--- src/rtl/tfs_pkg.sv ---
package tfs_pkg;
  localparam logic [2:0] PT_L4_TCP   = 3'd4;
  localparam logic [1:0] PT_CLASS_IP = 2'b10;
  localparam logic [7:0] FLOW_TCP4   = 8'd2;
  localparam logic [7:0] FLOW_TCP6   = 8'd6;

  typedef struct packed {
    logic load;    // capture the request words this edge
  } tfs_strobe_t;
endpackage

--- src/rtl/tfs_ctrl.sv ---
module tfs_ctrl
  import tfs_pkg::*;
#(
  parameter int CNT_W = 8
) (
  input  logic             clk,
  input  logic             rst_n,
  input  logic [CNT_W-1:0] sampleRate,
  input  logic             pktValid,
  input  logic [7:0]       pktType,
  input  logic             pktTunnel,
  input  logic             tcpSyn,
  input  logic             tcpFin,
  input  logic             reqReady,
  output logic             reqValid,
  output tfs_strobe_t      strobe
);
  localparam logic [CNT_W-1:0] CNT_MAX = {CNT_W{1'b1}};

  logic [CNT_W-1:0] sampleCnt;
  logic [CNT_W-1:0] nextCnt;
  logic             tcpOk;
  logic             enabled;
  logic             sampleNow;

  always_comb begin
    enabled   = (sampleRate != '0);
    tcpOk     = (pktType[2:0] == PT_L4_TCP) &&
                (pktTunnel || (pktType[5:4] == PT_CLASS_IP));
    nextCnt   = (sampleCnt == CNT_MAX) ? CNT_MAX : sampleCnt + 1'b1;
    sampleNow = pktValid && enabled && tcpOk && !tcpFin && !reqValid &&
                (tcpSyn || (nextCnt >= sampleRate));
    strobe.load = sampleNow;
  end

  always_ff @(posedge clk or negedge rst_n) begin
    if (!rst_n) begin
      sampleCnt <= '0;
      reqValid  <= 1'b0;
    end else begin
      if (pktValid && enabled)
        sampleCnt <= sampleNow ? '0 : nextCnt;
      if (sampleNow)
        reqValid <= 1'b1;
      else if (reqReady)
        reqValid <= 1'b0;
    end
  end

  AST_FIN_BLOCKS: assert property (@(posedge clk) disable iff (!rst_n)
    pktValid && tcpFin && !reqValid |=> !reqValid);
  AST_RATE_OFF: assert property (@(posedge clk) disable iff (!rst_n)
    sampleRate == '0 && !reqValid |=> !reqValid);
  AST_RATE_OFF_HOLD: assert property (@(posedge clk) disable iff (!rst_n)
    sampleRate == '0 |=> $stable(sampleCnt));
  AST_SYN_BYPASS: assert property (@(posedge clk) disable iff (!rst_n)
    pktValid && enabled && tcpOk && tcpSyn && !tcpFin && !reqValid |=> reqValid);
  AST_REQ_HOLD: assert property (@(posedge clk) disable iff (!rst_n)
    reqValid && !reqReady |=> reqValid);
  AST_CNT_IDLE: assert property (@(posedge clk) disable iff (!rst_n)
    !pktValid |=> $stable(sampleCnt));
  AST_NO_WRAP: assert property (@(posedge clk) disable iff (!rst_n)
    sampleCnt == CNT_MAX && pktValid && !reqValid && !sampleNow |=> sampleCnt == CNT_MAX);
endmodule

--- src/rtl/tfs_datapath.sv ---
module tfs_datapath
  import tfs_pkg::*;
#(
  parameter int ADDR_WORDS = 8,
  parameter int V4_WORDS   = 2,
  parameter int QIDX_W     = 7
) (
  input  logic                   clk,
  input  logic                   rst_n,
  input  tfs_strobe_t            strobe,
  input  logic                   reqValid,
  input  logic                   reqReady,
  input  logic [7:0]             pktType,
  input  logic [15:0]            srcPort,
  input  logic [15:0]            dstPort,
  input  logic [15:0]            etherType,
  input  logic                   isIpv6,
  input  logic [ADDR_WORDS*32-1:0] addrWords,
  input  logic [QIDX_W-1:0]      queueIdx,
  output logic [31:0]            reqInput,
  output logic [31:0]            reqCommon,
  output logic [QIDX_W-1:0]      reqQueue
);
  logic [31:0] addrFold [ADDR_WORDS+1];
  logic [31:0] commonNext;
  logic [31:0] inputNext;

  assign addrFold[0] = '0;
  for (genvar w = 0; w < ADDR_WORDS; w++) begin : g_fold
    if (w < V4_WORDS) begin : g_always
      assign addrFold[w+1] = addrFold[w] ^ addrWords[w*32 +: 32];
    end else begin : g_v6only
      assign addrFold[w+1] = addrFold[w] ^ (isIpv6 ? addrWords[w*32 +: 32] : 32'h0);
    end
  end

  always_comb begin
    commonNext = {dstPort ^ etherType, srcPort} ^ addrFold[ADDR_WORDS];
    inputNext  = {8'h00, isIpv6 ? FLOW_TCP6 : FLOW_TCP4, 8'h00, pktType};
  end

  always_ff @(posedge clk or negedge rst_n) begin
    if (!rst_n) begin
      reqInput  <= '0;
      reqCommon <= '0;
      reqQueue  <= '0;
    end else if (strobe.load) begin
      reqInput  <= inputNext;
      reqCommon <= commonNext;
      reqQueue  <= queueIdx;
    end
  end

  AST_WORDS_STABLE: assert property (@(posedge clk) disable iff (!rst_n)
    reqValid && !reqReady |=> $stable(reqInput) && $stable(reqCommon) && $stable(reqQueue));
  AST_FLOW_CODE: assert property (@(posedge clk) disable iff (!rst_n)
    reqValid |-> (reqInput[23:16] == FLOW_TCP4 || reqInput[23:16] == FLOW_TCP6));
  AST_PAD_ZERO: assert property (@(posedge clk) disable iff (!rst_n)
    reqValid |-> reqInput[31:24] == 8'h00 && reqInput[15:8] == 8'h00);
endmodule

--- src/rtl/tx_flow_sampler.sv ---
module tx_flow_sampler
  import tfs_pkg::*;
#(
  parameter int CNT_W      = 8,
  parameter int QIDX_W     = 7,
  parameter int ADDR_WORDS = 8,
  parameter int V4_WORDS   = 2,
  localparam int ADDR_BITS = ADDR_WORDS * 32
) (
  input  logic                 clk,
  input  logic                 rst_n,
  input  logic [CNT_W-1:0]     sampleRate,
  input  logic [QIDX_W-1:0]    queueIdx,
  input  logic                 pktValid,
  input  logic [7:0]           pktType,
  input  logic                 pktTunnel,
  input  logic                 tcpSyn,
  input  logic                 tcpFin,
  input  logic [15:0]          srcPort,
  input  logic [15:0]          dstPort,
  input  logic [15:0]          etherType,
  input  logic                 isIpv6,
  input  logic [ADDR_BITS-1:0] addrWords,
  output logic                 reqValid,
  input  logic                 reqReady,
  output logic [31:0]          reqInput,
  output logic [31:0]          reqCommon,
  output logic [QIDX_W-1:0]    reqQueue
);
  tfs_strobe_t strobe;

  tfs_ctrl #(.CNT_W(CNT_W)) u_ctrl (
    .clk(clk), .rst_n(rst_n), .sampleRate(sampleRate),
    .pktValid(pktValid), .pktType(pktType), .pktTunnel(pktTunnel),
    .tcpSyn(tcpSyn), .tcpFin(tcpFin), .reqReady(reqReady),
    .reqValid(reqValid), .strobe(strobe)
  );

  tfs_datapath #(.ADDR_WORDS(ADDR_WORDS), .V4_WORDS(V4_WORDS), .QIDX_W(QIDX_W)) u_dp (
    .clk(clk), .rst_n(rst_n), .strobe(strobe), .reqValid(reqValid),
    .reqReady(reqReady), .pktType(pktType), .srcPort(srcPort),
    .dstPort(dstPort), .etherType(etherType), .isIpv6(isIpv6),
    .addrWords(addrWords), .queueIdx(queueIdx), .reqInput(reqInput),
    .reqCommon(reqCommon), .reqQueue(reqQueue)
  );
endmodule

--- config.mk ---
export PLATFORM = sky130hd
export DESIGN_NAME = tx_flow_sampler
export DESIGN_NICKNAME = d
export VERILOG_FILES = /design/src/rtl/tfs_pkg.sv /design/src/rtl/tfs_ctrl.sv /design/src/rtl/tfs_datapath.sv /design/src/rtl/tx_flow_sampler.sv
export SDC_FILE = /design/constraint.sdc
export NUM_CORES = 1
export LEC_CHECK = 0
export BUFFER_PORTS_ARGS = -buffer_cell sky130_fd_sc_hd__buf_2
export CORE_AREA = 4 4 158 160
export CTS_BUF_LIST = sky130_fd_sc_hd__clkbuf_4 sky130_fd_sc_hd__clkbuf_8 sky130_fd_sc_hd__clkbuf_16
export CTS_CLUSTER_DIAMETER = 50
export DETAILED_ROUTE_END_ITERATION = 16
export DIE_AREA = 0 0 162 164
export GPL_TIMING_DRIVEN = 0
export HOLD_SLACK_MARGIN = 0.1
export SYNTH_ARGS = -nofsm -noshare
export SYNTH_HDL_FRONTEND = slang
export SYNTH_SLANG_ARGS = --single-unit
--- constraint.sdc ---
create_clock -name clk -period 4.5 [get_ports clk]
set_input_delay 0.225 -clock clk [delete_from_list [all_inputs] [get_ports clk]]
set_output_delay 0.225 -clock clk [all_outputs]
set_load 0.1 [all_outputs]
==> impl_metrics.env <==
export IMPL_io_pin_count=407
export IMPL_yosys_area_top_type_share=0.357
export IMPL_finalSetupTns_ns=0
export IMPL_synth_top_area_cell="xnor2_1"
export IMPL_setup_slack_ns=1.18
export IMPL_critPathLaunchType="flop"
export IMPL_synth_distinct_cells=37
export IMPL_ys_flop_type="dfrtp_1"
export IMPL_drt_pass1_iter_count=4
export IMPL_worst_endpoint_required_ns=4.71
export IMPL_die_w_um=162
export IMPL_total_power_uw=4180
export IMPL_std_cell_rows=56
export IMPL_drt_iter0_drc=95
export IMPL_tightest_slew_ns=0.770
export IMPL_core_area_um2=23400
export IMPL_cts_buffers=9
export IMPL_grt_overflow_total=0
export IMPL_grt_pass1_wl_mm=25.1
export IMPL_port_buffers=384
export IMPL_cts_tree="built"
export IMPL_htree_levels=3
export IMPL_slowest_stage="dfrtp_1"
export IMPL_yosys_warnings=0
export IMPL_cts_root_buffer="clkbuf_16"
export IMPL_slew_headroom=0.487
export IMPL_synth_area_leaders="xnor2_1 36%, dfrtp_1 27%, xor2_1 9.2%"
export IMPL_cp_arrival_ns=3.53
export IMPL_clkSinkCount=58
export IMPL_vias=4975
export IMPL_post_place_ws_ns=1.19
export IMPL_wirelength_mm=16.9
export IMPL_ys_seq_area_frac=0.271
export IMPL_synth_compound_area_frac=0.0327
export IMPL_initial_core_util=0.229
export IMPL_maxCapViolCount=0
export IMPL_die_area_um2=26600
export IMPL_setup_viol=0
export IMPL_crit_type="flop to flop"
export IMPL_fin_area_um2=8070
export IMPL_p_per_area_nw_per_um2=518
export IMPL_outcome="completed"
export IMPL_wl_per_cell_um=13.2
export IMPL_vias_per_cell=3.89
export IMPL_syn_area_um2=5350
export IMPL_layout_drive_gt1_share=0.499
export IMPL_dp_hpwl_mm=14.8
export IMPL_hp_class="input port to flop"
export IMPL_multi_input_area_um2=3680
export IMPL_cp_max_fo=10
export IMPL_synthMuxAreaShare=0.102
export IMPL_ir_drop_mv=0.263
export IMPL_fmax_mhz=301
export IMPL_clkTransAtPathRegs_ns=0.05
export IMPL_die_y_um=164
export IMPL_seq_area_um2=1450
export IMPL_diodes=0
export IMPL_grt_pass1_vias=5011
export IMPL_syn_inst=540
export IMPL_worstSkewPairLatency_ns=0.33
export IMPL_worstSetupEndpointType="flop"
export IMPL_critPathMaxStageDelay_ns=0.38
export IMPL_path_cells="ha_1 -> and3_1 -> nand2b_1 -> and2_1 -> ha_1 -> nand2b_1 -> a21o_1 -> a21oi_1 -> o21ai_0 -> and3_1 -> buf_4 -> buf_8 -> buf_2 -> or2_2"
export IMPL_synth_xor_xnor_area_share=0.448
export IMPL_ant_nets=0
export IMPL_yosys_area_share_simple=0.0692
export IMPL_fin_nets=1301
export IMPL_slew_violations=0
export IMPL_finalHoldViolations=0
export IMPL_post_dp_cell_area_um2=7750
export IMPL_drc_errors=0
export IMPL_area_delta_synth_final_pct=50.7
export IMPL_finClkSkew_ns=0.00529
export IMPL_synthAdderAreaFrac=0.0210
export IMPL_crit_family="simple AND/OR/NAND/NOR gates"
export IMPL_fin_crit_sh=0.738
export IMPL_cts_resized_gates=0
export IMPL_synth_top_family_by_area="XOR/XNOR gates"
export IMPL_final_fill_count=2514
export IMPL_clk_path_buf_depth=2
export IMPL_rsz0062_at_grt="false"
export IMPL_total_leakage_power_uw=0.00401
export IMPL_grt_max_degree=59
export IMPL_cts_setup_buffers=0
export IMPL_syn_area_per_cell_um2=9.91
export IMPL_grt_util_all_layers=0.121
export IMPL_place_gp_congestion=0.805
export IMPL_synth_edf_count=0
export IMPL_antenna_found_initial=0
export IMPL_path_buf_inv=3
export IMPL_ys_ff_latch=58
export IMPL_min_period_ns=3.32
export IMPL_synthArstFlopShare=1.00
-- routing by layer --
layer  vias to the layer above  global-route usage  routed length [um]
met5                         -                   0                   0
met4                         0              0.0292                 203
met3                        13              0.0334                1530
met2                       225               0.227                8860
met1                      2219               0.135                6320
li1                       2518                   -                   -
-- area by class of cell --
| type | instances | share of cell area |
|---|---|---|
| clock inverter | 4 | 0.00636 |
| clock buffer | 11 | 0.0313 |
| timing repair buffer | 385 | 0.240 |
| inverter | 9 | 0.00419 |
| buffer | 34 | 0.0324 |
| multi-input combinational | 460 | 0.457 |
| tap | 319 | 0.0495 |
| sequential | 58 | 0.180 |
-- worst reg2reg max path: cells and delay by family, from the launching register on --
family,cells,cell delay [ns]
AOI/OAI and AO/OA,3,0.48
buffers and inverters,3,0.50
adders and majority gates,2,0.53
and+or+nand+nor,6,1.31
DFF,1,0.38
-- worst paths after layout --
path	from	endpoint	slack, ns	cells past startpoint
max in group asynchronous	rst_n	u_dp.reqCommon[25]	3.48	2
min reg2reg	u_dp.reqInput[2]	u_dp.reqInput[2]	0.46	1
min	pktType[3]	u_dp.reqInput[3]	0.12	2
max reg2reg	u_ctrl.sampleCnt[0]	u_dp.reqInput[17]	1.18	14
max	u_ctrl.sampleCnt[0]	u_dp.reqInput[17]	1.18	14
min in group asynchronous	rst_n	u_dp.reqCommon[10]	0.53	2
-- per-stage QoR --
stage / hold WS [ns] / cells / util
finish: 0.125 / 1280 / 0.345
global route: 0.110 / 1280 / 0.345
CTS: 0.103 / 1280 / 0.345
detailed placement: 0.366 / 1264 / 0.331
global placement: 0.448 / 1264 / 0.331
floorplan: -0.0706 / 561 / -
-- timing repair --
item	in CTS	in global routing
setup endpoints to repair	0	0
hold buffers	1	0
endpoints found under the hold margin	58	0
-- synth_stat cells, types with 2 or more instances --
cell type and count:
mux2_4 7, and2_1 3, buf_4 26, nand2_1 54, nand3_1 4, xor2_1 56, o22ai_1 2, mux2_2 39
o21ai_0 8, ha_1 9, xnor2_1 218, inv_1 9, o21a_1 2, nor4_1 2, a21oi_1 6, nor2_1 3
or2_2 2, nor2b_1 2, a31o_2 2, buf_1 3, dfrtp_1 58, a21o_1 3, nand2b_1 3, nand4_1 2
and3_1 5
-- kinds of logic after synthesis --
family | after synthesis
fa+ha+maj | 9
flops | 58
compound gates | 27
simple gates | 82
buf+inv | 43
mux | 46
other cells | 1
xor+xnor | 274
-- registers in the layout, indices dropped and copies added, names as in the netlist --
signal            flops
u_ctrl.reqValid       1
u_dp.reqCommon       32
u_dp.reqQueue         7
u_ctrl.sampleCnt      8
u_dp.reqInput        10
-- cells in the final DEF, fill, tap and decap left out, types with 7 or more instances in the layout --
master and n:
mux2_4 7, buf_2 384, xor2_1 56, ha_1 9, buf_4 27, inv_1 9, dfrtp_1 58, o21ai_0 8
mux2_2 39, clkbuf_16 9, nand2_1 54, xnor2_1 218, conb_1 22
-- power breakdown --
part           switching, uW  internal, uW
sequential               117           721
combinational           1890           749
clock                    246           455
total                   2260          1930
(Power assumes the default switching activity.)
